## config.mk

```make
export PLATFORM = sky130hd
export DESIGN_NAME = prescaled_timer
export DESIGN_NICKNAME = d
export VERILOG_FILES = /design/src/rtl/ptmr_pkg.sv /design/src/rtl/ptmr_pin_sync.sv /design/src/rtl/ptmr_prescaler.sv /design/src/rtl/ptmr_downcounter.sv /design/src/rtl/prescaled_timer.sv
export SDC_FILE = /design/constraint.sdc
export NUM_CORES = 1
export LEC_CHECK = 0
export BUFFER_PORTS_ARGS = -buffer_cell sky130_fd_sc_hd__buf_2
export CELL_PAD_IN_SITES_DETAIL_PLACEMENT = 0
export CELL_PAD_IN_SITES_GLOBAL_PLACEMENT = 1
export CORE_MARGIN = 3
export CORE_UTILIZATION = 41
export DETAILED_ROUTE_END_ITERATION = 8
export PLACE_DENSITY_LB_ADDON = 0.05
export SLEW_MARGIN = 20
export SYNTH_ARGS = -nofsm -noshare
export SYNTH_HDL_FRONTEND = slang
export SYNTH_SLANG_ARGS = --single-unit
export TNS_END_PERCENT = 1
```

## constraint.sdc

```tcl
create_clock -name clk -period 2.66 [get_ports clk]
set_input_delay 0.532 -clock clk [delete_from_list [all_inputs] [get_ports clk]]
set_output_delay 0.532 -clock clk [all_outputs]
set_load 0.05 [all_outputs]
```

## src/rtl/ptmr_pkg.sv

```systemverilog
package ptmr_pkg;
   typedef enum logic [1:0] {
      SRC_CYCLE = 2'b00,
      SRC_GATED = 2'b01,
      SRC_OFF   = 2'b10,
      SRC_PIN   = 2'b11
   } src_e;

   localparam int unsigned CTL_W     = 8;
   localparam int unsigned SEL_W     = 3;
   localparam int unsigned BIT_FLAG  = 7;
   localparam int unsigned BIT_MASK  = 6;
   localparam int unsigned BIT_SRCHI = 5;
   localparam int unsigned BIT_SRCLO = 4;
   localparam int unsigned BIT_PSCLR = 3;
endpackage

```

## src/rtl/ptmr_pin_sync.sv

```systemverilog
module ptmr_pin_sync #(
   parameter int unsigned STAGES = 2
) (
   input  logic clk,
   input  logic rst_n,
   input  logic pin_i,
   output logic level_o,
   output logic fall_o
);
   generate
      if (STAGES < 2) begin : g_bad_stages
         $error("ptmr_pin_sync: STAGES must be at least 2");
      end
   endgenerate

   logic [STAGES-1:0] sync_q;
   logic              prev_q;

   always_ff @(posedge clk) begin
      if (!rst_n) begin
         sync_q <= '0;
         prev_q <= 1'b0;
      end else begin
         sync_q <= {sync_q[STAGES-2:0], pin_i};
         prev_q <= sync_q[STAGES-1];
      end
   end

   assign level_o = sync_q[STAGES-1];
   assign fall_o  = prev_q & ~sync_q[STAGES-1];

   // one falling edge never yields two back-to-back count enables
   assert_single_fall_R7: assert property (@(posedge clk) disable iff (!rst_n)
      fall_o |=> !fall_o);
endmodule

```

## src/rtl/ptmr_prescaler.sv

```systemverilog
module ptmr_prescaler #(
   parameter int unsigned PS_W  = 7,
   parameter int unsigned SEL_W = 3
) (
   input  logic             clk,
   input  logic             rst_n,
   input  logic             tick_i,
   input  logic             clr_i,
   input  logic [SEL_W-1:0] sel_i,
   output logic             tap_o
);
   generate
      if (PS_W < 1 || PS_W >= (1 << SEL_W)) begin : g_bad_width
         $error("ptmr_prescaler: PS_W out of range for SEL_W");
      end
   endgenerate

   localparam logic [SEL_W-1:0] SEL_MAX = SEL_W'(PS_W);

   logic [PS_W-1:0] ps_q;
   logic [PS_W:0]   roll_vec;
   logic [SEL_W-1:0] eff_sel;

   generate
      for (genvar k = 0; k <= PS_W; k++) begin : g_tap
         if (k == 0) begin : g_div1
            assign roll_vec[k] = 1'b1;
         end else begin : g_divn
            assign roll_vec[k] = &ps_q[k-1:0];
         end
      end
   endgenerate

   assign eff_sel = (sel_i > SEL_MAX) ? SEL_MAX : sel_i;
   assign tap_o   = tick_i & ~clr_i & roll_vec[eff_sel];

   always_ff @(posedge clk) begin
      if (!rst_n)      ps_q <= '0;
      else if (clr_i)  ps_q <= '0;
      else if (tick_i) ps_q <= ps_q + 1'b1;
   end

   assert_clear_zero_R8: assert property (@(posedge clk) disable iff (!rst_n)
      clr_i |=> (ps_q == '0));
   assert_hold_idle_R6: assert property (@(posedge clk) disable iff (!rst_n)
      (!tick_i && !clr_i) |=> $stable(ps_q));
   assert_tap_needs_tick_R4: assert property (@(posedge clk) disable iff (!rst_n)
      tap_o |-> tick_i);
endmodule

```

## src/rtl/ptmr_downcounter.sv

```systemverilog
module ptmr_downcounter #(
   parameter int unsigned W = 8,
   parameter logic [W-1:0] RST_VAL = '1
) (
   input  logic         clk,
   input  logic         rst_n,
   input  logic         load_i,
   input  logic [W-1:0] load_val_i,
   input  logic         dec_i,
   input  logic         flag_wr_i,
   input  logic         flag_val_i,
   output logic [W-1:0] cnt_o,
   output logic         flag_o
);
   logic [W-1:0] cnt_q;
   logic         flag_q;
   logic         hit;

   assign hit = dec_i & ~load_i & (cnt_q == W'(1));

   always_ff @(posedge clk) begin
      if (!rst_n) begin
         cnt_q  <= RST_VAL;
         flag_q <= 1'b0;
      end else begin
         if (load_i)     cnt_q <= load_val_i;
         else if (dec_i) cnt_q <= cnt_q - 1'b1;
         if (hit)            flag_q <= 1'b1;
         else if (flag_wr_i) flag_q <= flag_val_i;
      end
   end

   assign cnt_o  = cnt_q;
   assign flag_o = flag_q;

   assert_load_wins_R2: assert property (@(posedge clk) disable iff (!rst_n)
      load_i |=> (cnt_q == $past(load_val_i)));
   assert_no_drift_R12: assert property (@(posedge clk) disable iff (!rst_n)
      (!load_i && !dec_i) |=> $stable(cnt_q));
   assert_flag_on_zero_R9: assert property (@(posedge clk) disable iff (!rst_n)
      ($rose(flag_q) && !$past(flag_wr_i)) |-> (cnt_q == '0));
   assert_wrap_R9: assert property (@(posedge clk) disable iff (!rst_n)
      (dec_i && !load_i && cnt_q == '0) |=> (cnt_q == '1));
endmodule

```

## src/rtl/prescaled_timer.sv

```systemverilog
module prescaled_timer #(
   parameter int unsigned CNT_W       = 8,
   parameter int unsigned PS_W        = 7,
   parameter int unsigned SYNC_STAGES = 2
) (
   input  logic             clk,
   input  logic             rst_n,
   input  logic             cyc_en,
   input  logic             tmr_pin,
   input  logic             reg_sel,
   input  logic             wr_en,
   input  logic [CNT_W-1:0] wdata,
   output logic [CNT_W-1:0] rdata,
   output logic             irq
);
   import ptmr_pkg::*;

   generate
      if (CNT_W < CTL_W) begin : g_bad_cnt
         $error("prescaled_timer: CNT_W must hold the control register");
      end
   endgenerate

   logic             mask_q;
   src_e             src_q;
   logic [SEL_W-1:0] div_q;

   logic             ctl_wr, cnt_wr, ps_clr;
   logic             pin_lvl, pin_fall;
   logic             src_tick, tap;
   logic [CNT_W-1:0] cnt;
   logic             flag;
   logic [CTL_W-1:0] ctl_rd;

   assign ctl_wr = wr_en &  reg_sel;
   assign cnt_wr = wr_en & ~reg_sel;
   assign ps_clr = ctl_wr & wdata[BIT_PSCLR];

   always_ff @(posedge clk) begin
      if (!rst_n) begin
         mask_q <= 1'b1;
         src_q  <= SRC_PIN;
         div_q  <= '1;
      end else if (ctl_wr) begin
         mask_q <= wdata[BIT_MASK];
         src_q  <= src_e'(wdata[BIT_SRCHI:BIT_SRCLO]);
         div_q  <= wdata[SEL_W-1:0];
      end
   end

   ptmr_pin_sync #(.STAGES(SYNC_STAGES)) u_sync (
      .clk(clk), .rst_n(rst_n), .pin_i(tmr_pin),
      .level_o(pin_lvl), .fall_o(pin_fall)
   );

   always_comb begin
      case (src_q)
         SRC_CYCLE: src_tick = cyc_en;
         SRC_GATED: src_tick = cyc_en & pin_lvl;
         SRC_PIN:   src_tick = pin_fall;
         default:   src_tick = 1'b0;
      endcase
   end

   ptmr_prescaler #(.PS_W(PS_W), .SEL_W(SEL_W)) u_ps (
      .clk(clk), .rst_n(rst_n), .tick_i(src_tick), .clr_i(ps_clr),
      .sel_i(div_q), .tap_o(tap)
   );

   ptmr_downcounter #(.W(CNT_W)) u_cnt (
      .clk(clk), .rst_n(rst_n), .load_i(cnt_wr), .load_val_i(wdata),
      .dec_i(tap), .flag_wr_i(ctl_wr), .flag_val_i(wdata[BIT_FLAG]),
      .cnt_o(cnt), .flag_o(flag)
   );

   assign ctl_rd = {flag, mask_q, src_q, 1'b0, div_q};
   assign rdata  = reg_sel ? CNT_W'(ctl_rd) : cnt;
   assign irq    = flag & ~mask_q;

   assert_off_no_tap_R6: assert property (@(posedge clk) disable iff (!rst_n)
      (src_q == SRC_OFF) |-> !tap);
   assert_mask_blocks_R10: assert property (@(posedge clk) disable iff (!rst_n)
      (ctl_wr && wdata[BIT_MASK]) |=> !irq);
   assert_pin_ignores_cyc_R7: assert property (@(posedge clk) disable iff (!rst_n)
      (src_q == SRC_PIN && !pin_fall) |-> !tap);
endmodule

```

Yosys cells after proc, flatten, opt, wreduce, memory -nomap -nowiden
Index checks and enable logic that the tools add are counted.
Operators by class
  $add $sub $neg: 2
  $lt $le $gt $ge: 2
  eq/ne operators: 3
  multiplexer cells: 9
  bitwise operators: 16
  reduce and logical (&&, ||, !) cells: 10
Operator list (count)
  two-way mux 8 bit: 3
  AND 1 bit: 10
  == test 8 x 1 -> 1 bit (second input constant): 1
  subtractor 8 x 1 -> 8 bit (second input constant): 1
  adder 7 x 1 -> 7 bit (second input constant): 1
  AND reduction 7 bit: 1
  NOT 1 bit: 6
  AND reduction 6 bit: 1
  AND reduction 5 bit: 1
  < comparator 3 x 4 -> 1 bit (second input constant): 1
  AND reduction 4 bit: 1
  nonzero test 2 bit: 2
  binary-select mux 1 bit (select 3 bit): 1
  > comparator 3 bit (second input constant): 1
  two-way mux 1 bit: 3
  two-way mux 3 bit: 1
  one-hot mux 1 bit (3 select lines): 1
  AND reduction 3 bit: 1
  == test 2 x 1 -> 1 bit (second input constant): 1
  == test 2 bit (second input constant): 1
  logical NOT 2 bit: 1
  AND reduction 2 bit: 1
  OR reduction 2 bit: 1
Word-level totals
  register bits after elaboration: 25
  output and inout port bits: 9
  word-level logic and storage cells: 50

Logic depth before layout (Yosys ltp)
Gate-level depths: netlist of run 1.
  depth after elaboration: 8
  mapped depth: 10
  gate-level depth less buffers: 9

Cells and area by module
From an unflattened synthesis of run 1, not the netlist that was laid out.
Unflattened totals
  cells, all modules: 153
  area total of the unflattened synthesis: 1503.9 µm²
Modules (own cells, without submodules)
  ptmr_downcounter: times used 1, cells an instance 60, area an instance 570.5 µm²
  prescaled_timer: times used 1, cells an instance 43, area an instance 440.4 µm²
  ptmr_prescaler: times used 1, cells an instance 43, area an instance 404.1 µm²
  ptmr_pin_sync: times used 1, cells an instance 7, area an instance 88.8 µm²

Worst setup path after synthesis of run 1
No wires, ideal clock.
  path kind: input-to-output
  from: input reg_sel
  to: output rdata[0]
  arrival time: 1829 ps
  slack: 299 ps
  stages on the path: 2
  path through: clkbuf_1 -> o21ai_0
Between the ends
  cells in the longest elaborated chain, start to end: 1
Ends and longest elaborated chain
  start: declaration: line prescaled_timer.sv:10  | input logic reg_sel,
  two-way mux 8 bit: line prescaled_timer.sv:77  | assign rdata = reg_sel ? CNT_W'(ctl_rd) : cnt;
  end: declaration: line prescaled_timer.sv:13  | output logic [CNT_W-1:0] rdata,
No other way between the ends.

Final worst setup path of run 1
  from: register u_ps.ps_q[0]
  to: register u_cnt.flag_q, in the netlist u_cnt.flag_o
Between the ends
  cells in the longest elaborated chain, start to end: 7
  elaborated cells between the ends (all ways): 13
  those cells by class: mux: 3; bitwise: 3; reduce/logical: 7
Ends and longest elaborated chain
  start: declaration: line ptmr_prescaler.sv:20  | logic [PS_W-1:0] ps_q;
  start signal: assignment: line ptmr_prescaler.sv:40  | else if (tick_i) ps_q <= ps_q + 1'b1;
  AND reduction 7 bit (tied with other cells): line ptmr_prescaler.sv:29  | assign roll_vec[k] = &ps_q[k-1:0];
  binary-select mux 1 bit (select 3 bit) (*): line ptmr_prescaler.sv:35  | assign tap_o = tick_i & ~clr_i & roll_vec[eff_sel];
  two-way mux 1 bit (implied by the code) (*): line ptmr_prescaler.sv:35
  AND 1 bit (*): line ptmr_prescaler.sv:35
  AND 1 bit (*) (2 in a row): line ptmr_downcounter.sv:19  | assign hit = dec_i & ~load_i & (cnt_q == W'(1));
  two-way mux 1 bit or nonzero test 2 bit (tied branches)
  end signal: assignment: line ptmr_downcounter.sv:29  | else if (flag_wr_i) flag_q <= flag_val_i;
  end: declaration: line ptmr_downcounter.sv:16  | logic flag_q;
Mark *: on every way between the ends. The rest lies on a longest branch, timed or not. The select of a mux whose other input is x is not followed.
A chain may end at the register's enable or synchronous reset.

==> out/results.txt, run 1 <==
DR WL/cell - 13.7 um
Vias - 1189
worst skew pair latency - 320 ps
Syn Nets - 184
final hold slack - 401 ps
Total GRT Usage - 17.1%
H-Tree Depth - 1
Fin Setup TNS - 0 ps
crit path cell chain - ha_1, nand3_1, inv_1, ha_1, nand3b_1, o311ai_1, nand3_2, or4_1, a31oi_1
Pre-antenna DRT Iters - 4
Most used DFF post-synth - dfxtp_1
Layout Nets - 207
Die Ht - 63.8 um
initial drt markers - 27
crit path time final - 2140 ps
ant diodes - 0
startpoint types - flip-flop
Yosys top cell by area - dfxtp_1
P_sw - 0.227 mW
Highest Clock Rate - 468 MHz
nature of the critical path endpoint - flip-flop
syn avg cell area - 8.30 um^2
Final period util - 80.3%
peak supply drop - 0.182 mV
Worst-path clk slew - 140 ps
CTS tree - built
hpwl dp - 2400 um
FILL cells - 323
FP Rows - 20
buffer levels on the longest clock path - 2
Post-synth ARST share - 0%
Tot Pwr - 0.723 mW
most frequent cells after synthesis - nand2_1 (29), dfxtp_1 (25), nor2_1 (13)
Worst Path Required - 2920 ps
pins over their slew limit - 0
WS Path Type - flip-flop to flip-flop
CP dominant cell by count - ha_1
Leak Pwr - 0.675 nW
Worst Path Arrival - 2400 ps
CP startpoint - u_ps.ps_q[0]$_SDFFE_PP0P_
vias in the first global route - 1200
Area contributors post-synth - dfxtp_1 (37%), nand2_1 (7.9%), ha_1 (4.6%)
area of the multi-input gates - 798 um^2
Post-CTS Hold Fix Bufs - 0
Worst-Margin Slew - 404 ps
status - complete, no violations
Combinational Power Share - 19.5%
post_cts resized - 0
Post-Syn Area - 0.00137 mm^2
Setup Skew - 5.81 ps
register bit total from synthesis - 25
Finish-stage setup viols - 0
register-to-register setup slack - 520 ps
Critical Path Fanout Max - 8
Netlist cell types - 36
Chip Width - 63.8 um
Hold WC Path Type - input pin to flip-flop
Switching Share - 31.4%
die area - 0.00407 mm^2
maxcap violations - 0
Reg area - 500 um^2
clk sink count - 25
Seq/Total Area, Yosys - 36.5%
Via density - 5.15
CP max-delay cell - or4_1
first-pass GRT wire length - 5500 um
most common cell in the synthesized netlist - nand2_1
Num CTS Buffers - 3
Sequential Power Share - 56.4%
GPL Wtd Cong - 0.811
FF-to-FF End - u_cnt.flag_o$_SDFFE_PN0P_
pin count of the biggest net entering global routing - 21
CP Capture Point - u_cnt.flag_o$_SDFFE_PN0P_
worst reg2reg path depth - 9
top-area cell type share of the netlist area - 36.5%
Routed Antenna Nets - 0
root buf cell - clkbuf_4
Post-synth EDFFs - 0
core box area - 0.00313 mm^2
Pwr per Cell Area - 468 mW/mm^2
Area growth, synth to finish - 12.7%
Overflow after GRT - 0
biggest cell delay along the critical path - 510 ps
share of layout cells above drive strength 1 - 20.3%
Clk network pwr share - 24.2%
IO Pins - 23
synth warn - 0
Starting Density - 43.8%
Post-Synthesis Cells - 165
Int Pwr - 0.496 mW
Final Hold Fails - 0
relative slew slack - 72.7%
antenna violations before repair - 0
DRC viols - 0
IO buf count - 22
RSZ-0062 raised after global routing - false
total wire length - 3180 um
Post-CTS Setup Repair Bufs - 0
RR Startpoint - u_ps.ps_q[0]$_SDFFE_PP0P_
==> final cells by class <==
type / count / area share, %
multi-input combinational: 125 / 51.7
clock inverter: 1 / 0.324
clock buffer: 3 / 1.46
inverter: 8 / 1.94
tap: 44 / 3.57
sequential: 25 / 32.4
timing repair buffer: 25 / 8.59
==> critical path, delay by kind of cell (launching register included) <==
| kind | cells | cell delay, ps |
|---|---|---|
| and+or+nand+nor | 4 | 950 |
| buffers and inverters | 1 | 90 |
| AOI/OAI and AO/OA | 2 | 270 |
| DFF | 1 | 410 |
| adders and majority gates | 2 | 350 |
==> power groups by stage <==
| stage | sequential, mW | clock, mW | combinational, mW |
|---|---|---|---|
| after floorplan | 0.410 | 0 | 0.106 |
| after global placement | 0.416 | 0 | 0.140 |
| after detailed placement | 0.416 | 0 | 0.141 |
| after CTS | 0.408 | 0.185 | 0.142 |
| after global routing | 0.411 | 0.204 | 0.153 |
| final | 0.408 | 0.175 | 0.141 |
==> per-layer routing <==
metal / vias up / routed length (um) / GRT usage (%)
met4: 0 / 18 / 5.66
met1: 545 / 1500 / 21.6
met5: - / 0 / 0
met2: 19 / 1540 / 28.9
met3: 2 / 121 / 3.16
li1: 623 / - / -
==> per-stage QoR <==
stage / cells / util [%] / area [um^2] / setup WS (ps)
3_5_place_dp: 227 / 48.5 / 1520 / 458
2_1_floorplan: 165 / - / 1370 / 299
5_1_grt: 231 / 49.4 / 1540 / 315
6_report: 231 / 49.4 / 1540 / 524
4_1_cts: 231 / 49.4 / 1540 / 521
3_3_place_gp: 227 / 48.5 / 1520 / 482
==> cells in the final DEF (no fill, tap or decap), types with 2 or more instances in the layout <==
cell	Yosys	routed
a21oi_1	3	3
and2_1	3	3
nor3_1	4	4
or3_1	2	2
buf_4	0	3
a21boi_0	2	2
ha_1	5	5
nor2_1	13	13
a311o_1	2	2
mux2_2	5	5
buf_2	0	22
xor2_1	4	4
mux2i_1	6	6
clkbuf_4	0	3
o211ai_1	3	3
nand2b_1	3	3
nand3_1	11	11
dfxtp_1	25	25
nand2_1	29	29
o21ai_0	5	5
inv_1	8	8
nand4_1	4	4
nor2b_1	4	4
a31oi_1	4	4
==> flip-flops by register name, summed over array words and instances (netlist names) <==
signal         cells
div_q              3
u_sync.sync_q      2
src_q              2
u_cnt.cnt_o        8
u_cnt.flag_o       1
mask_q             1
u_sync.prev_q      1
u_ps.ps_q          7
==> logic make-up after synthesis <==
kind of cell,Yosys count,synth area share [%]
simple gates,80,28.6
flops,25,36.5
mux,12,10.1
fa+ha+maj,5,4.57
compound gates,23,11.8
buf+inv,15,5.21
xor+xnor,5,3.20
==> worst min-delay path by stage <==
| stage | endpoint | startpoint | depth (start not counted) | slack [ps] |
|---|---|---|---|---|
| 2_1_floorplan | u_sync.sync_q[1]$_SDFF_PN0_ | u_sync.sync_q[0]$_SDFF_PN0_ | 1 | 410 |
| 6_report | u_sync.sync_q[0]$_SDFF_PN0_ | tmr_pin | 2 | 400 |
| 3_5_place_dp | u_sync.sync_q[1]$_SDFF_PN0_ | u_sync.sync_q[0]$_SDFF_PN0_ | 1 | 420 |
| 5_1_grt | u_sync.sync_q[0]$_SDFF_PN0_ | tmr_pin | 2 | 380 |
| 4_1_cts | u_sync.sync_q[0]$_SDFF_PN0_ | tmr_pin | 2 | 390 |
| 3_3_place_gp | u_sync.sync_q[1]$_SDFF_PN0_ | u_sync.sync_q[0]$_SDFF_PN0_ | 1 | 410 |
No activity file was read; power rests on OpenSTA's default activity.
==> run 2, diff against run 1 <==
--- a/config.mk
+++ b/config.mk
@@ -9,7 +9,7 @@
 export CELL_PAD_IN_SITES_DETAIL_PLACEMENT = 0
 export CELL_PAD_IN_SITES_GLOBAL_PLACEMENT = 1
 export CORE_MARGIN = 3
-export CORE_UTILIZATION = 41
+export CORE_UTILIZATION = 37
 export DETAILED_ROUTE_END_ITERATION = 8
 export PLACE_DENSITY_LB_ADDON = 0.05
 export SLEW_MARGIN = 20
==> constraint.sdc (replaced) <==
create_clock -name clk -period 1.9 [get_ports clk]
set_input_delay 0.38 -clock clk [delete_from_list [all_inputs] [get_ports clk]]
set_output_delay 0.38 -clock clk [all_outputs]
set_load 0.05 [all_outputs]
==> out/results.txt, run 2 (synthesis gave the netlist of run 1 again) <==
status - finished with violations (was complete, no violations)
failing checks - negative setup slack
hpwl dp - 2520 um (was 2400 um)
cell family with most CP delay - simple AND/OR/NAND/NOR gates (unchanged)
WS Path Type - flip-flop to flip-flop (unchanged)
H-Tree Depth - 1 (unchanged)
IO buf count - 22 (unchanged)
most common cell after layout, fill and taps aside - nand2_1 (unchanged)
ant diodes - 0 (unchanged)
Util after Layout - 48.5% (was 49.4%)
Area growth, synth to finish - 21.7% (was 12.7%)
Via density - 5.30 (was 5.15)
nature of the critical path endpoint - flip-flop (unchanged)
Worst Path Required - 2100 ps (was 2920 ps)
first-pass GRT wire length - 5790 um (was 5500 um)
relative slew slack - 73.4% (was 72.7%)
maxcap violations - 0 (unchanged)
Post-DP Area - 0.00158 mm^2 (was 0.00152 mm^2)
peak supply drop - 0.244 mV (was 0.182 mV)
most frequent cells in the layout - nand2_1 (29), dfxtp_1 (23), buf_2 (22) (was nand2_1 (29), dfxtp_1 (25), buf_2 (22))
Leak Pwr - 0.725 nW (was 0.675 nW)
Tot Pwr - 1.10 mW (was 0.723 mW)
startpoint types - flip-flop (unchanged)
core box area - 0.00344 mm^2 (was 0.00313 mm^2)
Vias - 1283 (was 1189)
Pwr per Cell Area - 660 mW/mm^2 (was 468 mW/mm^2)
antenna violations before repair - 0 (unchanged)
WHS Endpoint - u_sync.sync_q[0]$_SDFF_PN0_ (unchanged)
buffer levels on the longest clock path - 2 (unchanged)
Total GRT Usage - 17.0% (was 17.1%)
Layout Nets - 216 (was 207)
share of layout cells above drive strength 1 - 27.0% (was 20.3%)
WP buf/inv - 0 (was 1)
pins over their slew limit - 0 (unchanged)
FF-to-FF End - u_cnt.flag_o$_SDFFE_PN0P_ (unchanged)
max reg flops - 8 (unchanged)
Chip Width - 66.9 um (was 63.8 um)
Worst Path Arrival - 2100 ps (was 2400 ps)
die area - 0.00447 mm^2 (was 0.00407 mm^2)
final hold slack - 311 ps (was 401 ps)
Highest Clock Rate - 526 MHz (was 468 MHz)
worst reg2reg path depth - 7 (was 9)
vias in the first global route - 1250 (was 1200)
Critical Path Fanout Max - 6 (was 8)
Worst-path clk slew - 90 ps (was 140 ps)
initial drt markers - 62 (was 27)
register-to-register setup slack - -2 ps (was 520 ps)
Post-CTS Hold Fix Bufs - 0 (unchanged)
worst skew pair latency - 270 ps (was 320 ps)
Hold WC Path Type - input pin to flip-flop (unchanged)
Worst-Margin Slew - 394 ps (was 404 ps)
FP Rows - 21 (was 20)
Setup Skew - 1.74 ps (was 5.81 ps)
Final Hold Fails - 0 (unchanged)
total wire length - 3290 um (was 3180 um)
Overflow after GRT - 0 (unchanged)
CP max-delay cell - or4_1 (unchanged)
IO Pins - 23 (unchanged)
biggest cell delay along the critical path - 490 ps (was 510 ps)
crit path time final - 1900 ps (was 2140 ps)
Finish-stage setup viols - 1 (was 0)
Die Ht - 66.9 um (was 63.8 um)
DRC viols - 0 (unchanged)
CTS tree - built (unchanged)
fin area - 0.00167 mm^2 (was 0.00154 mm^2)
Pre-antenna DRT Iters - 4 (unchanged)
DR WL/cell - 13.6 um (was 13.7 um)
Final period util - 100% (was 80.3%)
clk sink count - 25 (unchanged)
Num CTS Buffers - 3 (unchanged)
Routed Antenna Nets - 0 (unchanged)
RR Startpoint - u_ps.ps_q[0]$_SDFFE_PP0P_ (unchanged)
Worst Hold Depth - 2 (unchanged)
crit path cell chain - ha_4, ha_1, mux2i_1, a221oi_2, nand3_2, or4_1, a31oi_1 (was ha_1, nand3_1, inv_1, ha_1, nand3b_1, o311ai_1, nand3_2, or4_1, a31oi_1)
setup ws final - -1.74 ps (was 524 ps)
pin count of the biggest net entering global routing - 21 (unchanged)
FILL cells - 353 (was 323)
RSZ-0062 raised after global routing - true (was false)
Starting Density - 39.8% (was 43.8%)
HP Start - tmr_pin (unchanged)
root buf cell - clkbuf_8 (was clkbuf_4)
GPL Wtd Cong - 0.753 (was 0.811)
[run 2: cell types whose count changed in the layout (fill, tap and decap cells not counted), sizes merged]
cell	previous run	this run
buf	25	34
[run 2: repair_timing]
action | CTS | global route
buffers inserted | 1 | 0
cloned | 0 | 0
gates resized for setup | 6 | 2
setup endpoints to repair | 6 | 7
pin swaps | 2 | 3
[run 2: power breakdown]
group / switching [mW] / internal (mW)
combinational: 0.131 / 0.0799
clock: 0.173 / 0.147
sequential: 0.0242 / 0.546
total: 0.328 / 0.773
[run 2: metrics by stage]
step	setup slack, ps	TNS (ps)	std cells
final	-1.74	-1.74	242
after global routing	-153	-544	242
after CTS	-10.2	-10.2	242
after detailed placement	-74.7	-185	237
after global placement	21.3	0	237
after floorplan	-157	-470	165
[run 2: metal layers]
metal	part of all wire [%]	GRT usage, %	up-vias
met2	48	28.7	29
li1	-	-	637
met5	0	0	-
met3	5.0	2.36	6
met1	46	21.4	611
met4	1.2	7.34	0
[run 2: cell type report]
class	instances	area (um^2)	share of cell area [%]
clock buffer	3	41.3	2.48
multi-input combinational	125	831	49.8
inverter	8	30.0	1.80
sequential	25	503	30.2
tap	46	57.6	3.45
timing repair buffer	34	200	12.0
clock inverter	1	5.00	0.300
[run 2: worst register-to-register path, cell delays in order, from the launching register on]
cell and delay [ps]:
dfxtp_2 360, ha_4 160, ha_1 140, mux2i_1 80
a221oi_2 290, nand3_2 170, or4_1 490, a31oi_1 140
[run 2: worst max-delay path by stage]
stage,from,depth (start not counted),slack [ps],endpoint
2_1_floorplan,reg_sel,2,-160,rdata[0]
3_3_place_gp,u_ps.ps_q[0]$_SDFFE_PP0P_,9,20,u_cnt.flag_o$_SDFFE_PN0P_
3_5_place_dp,u_ps.ps_q[0]$_SDFFE_PP0P_,9,-70,u_cnt.flag_o$_SDFFE_PN0P_
4_1_cts,u_ps.ps_q[0]$_SDFFE_PP0P_,7,-10,u_cnt.flag_o$_SDFFE_PN0P_
5_1_grt,u_ps.ps_q[0]$_SDFFE_PP0P_,7,-150,u_cnt.flag_o$_SDFFE_PN0P_
6_report,u_ps.ps_q[0]$_SDFFE_PP0P_,7,-2,u_cnt.flag_o$_SDFFE_PN0P_
==> run 3, diff against run 2 <==
--- a/config.mk
+++ b/config.mk
@@ -9,11 +9,12 @@
 export CELL_PAD_IN_SITES_DETAIL_PLACEMENT = 0
 export CELL_PAD_IN_SITES_GLOBAL_PLACEMENT = 1
 export CORE_MARGIN = 3
-export CORE_UTILIZATION = 37
+export CORE_UTILIZATION = 30
 export DETAILED_ROUTE_END_ITERATION = 8
 export PLACE_DENSITY_LB_ADDON = 0.05
 export SLEW_MARGIN = 20
 export SYNTH_ARGS = -nofsm -noshare
 export SYNTH_HDL_FRONTEND = slang
+export SYNTH_HIERARCHICAL = 1
 export SYNTH_SLANG_ARGS = --single-unit
 export TNS_END_PERCENT = 1
==> out/results.txt, run 3 <==
Final period util - 117% (was 100%)
Area contributors post-synth - dfxtp_1 (33%), o211ai_2 (5.0%), mux2_2 (4.5%) (was dfxtp_1 (37%), nand2_1 (7.9%), ha_1 (4.6%))
Worst Path Required - 2070 ps (was 2100 ps)
worst skew pair latency - 270 ps (about the same)
Finish-stage setup viols - 9 (was 1)
Placed Instances - 258 (was 237)
Starting Density - 31.4% (was 39.8%)
startpoint types - flip-flop (unchanged)
fin area - 0.00195 mm^2 (was 0.00167 mm^2)
buffer levels on the longest clock path - 2 (unchanged)
IO buf count - 22 (unchanged)
relative slew slack - 74.0% (was 73.4%)
Overflow after GRT - 0 (unchanged)
Vias - 1268 (was 1283)
WS Path Type - flip-flop to flip-flop (unchanged)
ant diodes - 0 (unchanged)
peak supply drop - 0.260 mV (was 0.244 mV)
Post-DP Area - 0.00183 mm^2 (was 0.00158 mm^2)
WP buf/inv - 3 (was 0)
Via density - 4.77 (was 5.30)
Worst-path clk slew - 100 ps (was 90 ps)
CTS tree - built (unchanged)
setup ws final - -319 ps (was -1.74 ps)
Post-synth EDFFs - 0 (unchanged)
first-pass GRT wire length - 6140 um (was 5790 um)
Die Ht - 76.8 um (was 66.9 um)
Seq/Total Area, Yosys - 33.3% (was 36.5%)
status - finished with violations (unchanged)
pins over their slew limit - 0 (unchanged)
total wire length - 3600 um (was 3290 um)
Area growth, synth to finish - 29.6% (was 21.7%)
most frequent cells in the layout - buf_4 (26), dfxtp_1 (22), buf_2 (22) (was nand2_1 (29), dfxtp_1 (23), buf_2 (22))
most common cell in the synthesized netlist - dfxtp_1 (was nand2_1)
Routed Antenna Nets - 0 (unchanged)
pin count of the biggest net entering global routing - 17 (was 21)
Post-Syn Area - 0.00150 mm^2 (was 0.00137 mm^2)
core box area - 0.00479 mm^2 (was 0.00344 mm^2)
Num CTS Buffers - 3 (unchanged)
vias in the first global route - 1324 (was 1250)
IO Pins - 23 (unchanged)
Post-CTS Hold Fix Bufs - 0 (unchanged)
Syn Nets - 172 (was 184)
biggest cell delay along the critical path - 360 ps (was 490 ps)
Layout Nets - 219 (was 216)
Leak Pwr - 0.817 nW (was 0.725 nW)
Post-synth ARST share - 0% (unchanged)
crit path time final - 2220 ps (was 1900 ps)
RSZ-0062 raised after global routing - true (unchanged)
nature of the critical path endpoint - flip-flop (unchanged)
synth warn - 6 (was 0)
GPL Wtd Cong - 0.747 (was 0.753)
Final Hold Fails - 0 (unchanged)
Hold WC Path Type - input pin to flip-flop (unchanged)
Most used DFF post-synth - dfxtp_1 (unchanged)
maxcap violations - 0 (unchanged)
top-area cell type share of the netlist area - 33.3% (was 36.5%)
H-Tree Depth - 1 (unchanged)
failing checks - negative setup slack (unchanged)
Chip Width - 76.8 um (was 66.9 um)
Netlist cell types - 51 (was 36)
clk sink count - 25 (unchanged)
hpwl dp - 2800 um (was 2520 um)
share of layout cells above drive strength 1 - 45.7% (was 27.0%)
initial drt markers - 62 (unchanged)
Post-Synthesis Cells - 153 (was 165)
DR WL/cell - 13.5 um (was 13.6 um)
Finished Layout Cells - 266 (was 242)
FP Rows - 25 (was 21)
Setup Skew - 8.07 ps (was 1.74 ps)
crit path cell chain - and2b_2, and3_4, a31o_4, inv_2, or3_4, a221oi_4, buf_4, and4bb_4, buf_6, xnor2_2, a21oi_1 (was ha_4, ha_1, mux2i_1, a221oi_2, nand3_2, or4_1, a31oi_1)
Pre-antenna DRT Iters - 4 (unchanged)
Pwr per Cell Area - 576 mW/mm^2 (was 660 mW/mm^2)
cell family with most CP delay - simple AND/OR/NAND/NOR gates (unchanged)
syn avg cell area - 9.83 um^2 (was 8.30 um^2)
die area - 0.00590 mm^2 (was 0.00447 mm^2)
max reg flops - 8 (unchanged)
Highest Clock Rate - 451 MHz (was 526 MHz)
Yosys top cell by area - dfxtp_1 (unchanged)
most common cell after layout, fill and taps aside - buf_4 (was nand2_1)
DRC viols - 0 (unchanged)
most frequent cells after synthesis - dfxtp_1 (25), inv_1 (10), nor2_1 (8) (was nand2_1 (29), dfxtp_1 (25), nor2_1 (13))
root buf cell - clkbuf_8 (unchanged)
CP max-delay cell - or3_4 (was or4_1)
Critical Path Fanout Max - 3 (was 6)
register bit total from synthesis - 25 (unchanged)
antenna violations before repair - 0 (unchanged)
Worst Path Arrival - 2380 ps (was 2100 ps)
Total GRT Usage - 12.7% (was 17.0%)
Worst-Margin Slew - 386 ps (was 394 ps)
[run 3: changes by cell type after synthesis, moves of 5 or more]
cell / delta
nand2_1: -24
o211ai_2: +6
clkbuf_1: -5
nor2_1: -5
nor3b_1: +6
[run 3: stage by stage]
stage                     setup slack, ps  power, mW  utilization (%)  hold slack (ps)  TNS (ps)
after floorplan                      -346      0.736                -              406     -1820
after global placement               -300      0.804             38.3              414     -2050
after detailed placement             -367      0.807             38.3              422     -2320
after CTS                            -341       1.14             40.5              307     -2400
after global routing                 -414       1.18             40.7              330     -3290
final                                -319       1.12             40.7              313     -2310
[run 3: path summary, 6_finish.rpt]
kind / start / slack, ps / endpoint / depth (start not counted)
max reg2reg: u_sync/sync_q[1]$_SDFF_PN0_ / -320 / u_cnt/cnt_o[4]$_SDFFE_PN1P_ / 11
min: tmr_pin / 310 / u_sync/sync_q[0]$_SDFF_PN0_ / 2
min reg2reg: u_sync/sync_q[0]$_SDFF_PN0_ / 450 / u_sync/sync_q[1]$_SDFF_PN0_ / 1
max: u_sync/sync_q[1]$_SDFF_PN0_ / -320 / u_cnt/cnt_o[4]$_SDFFE_PN1P_ / 11
[run 3: per-layer routing]
metal | track usage [%] | up-vias | share of wire (%)
li1 | - | 649 | -
met1 | 16.9 | 594 | 51
met2 | 20.6 | 23 | 44
met3 | 2.70 | 2 | 4.6
met4 | 3.80 | 0 | 0.67
met5 | 0 | - | 0
[run 3: repair_timing]
item / 4_1_cts / 5_1_grt
setup endpoints to repair: 9 / 9
resized for setup: 7 / 2
buffers inserted: 4 / 0
pin swaps: 7 / 3
gates cloned: 0 / 0
[run 3: cell families after synthesis]
| family | Yosys count | share of synthesized area, % |
|---|---|---|
| xor gates and xnor gates | 5 | 2.91 |
| AOI/OAI and AO/OA | 26 | 16.1 |
| and+or+nand+nor | 60 | 26.7 |
| adders and majority gates | 5 | 4.16 |
| muxes | 13 | 9.48 |
| DFF | 25 | 33.3 |
| buffers and inverters | 19 | 7.32 |
[run 3: power breakdown]
part           internal (mW)  leakage [nW]  switching (mW)
clock network          0.150        0.0228           0.177
registers              0.546         0.206          0.0226
logic                 0.0956         0.588           0.133
[run 3: area by class of cell]
class,instances,area [um^2]
clock buffers,4,45.0
fillers,508,2840
inverters,11,41.3
multi-input cells,109,947
flip-flops and latches,25,504
well taps,67,83.8
repair buffers,50,328
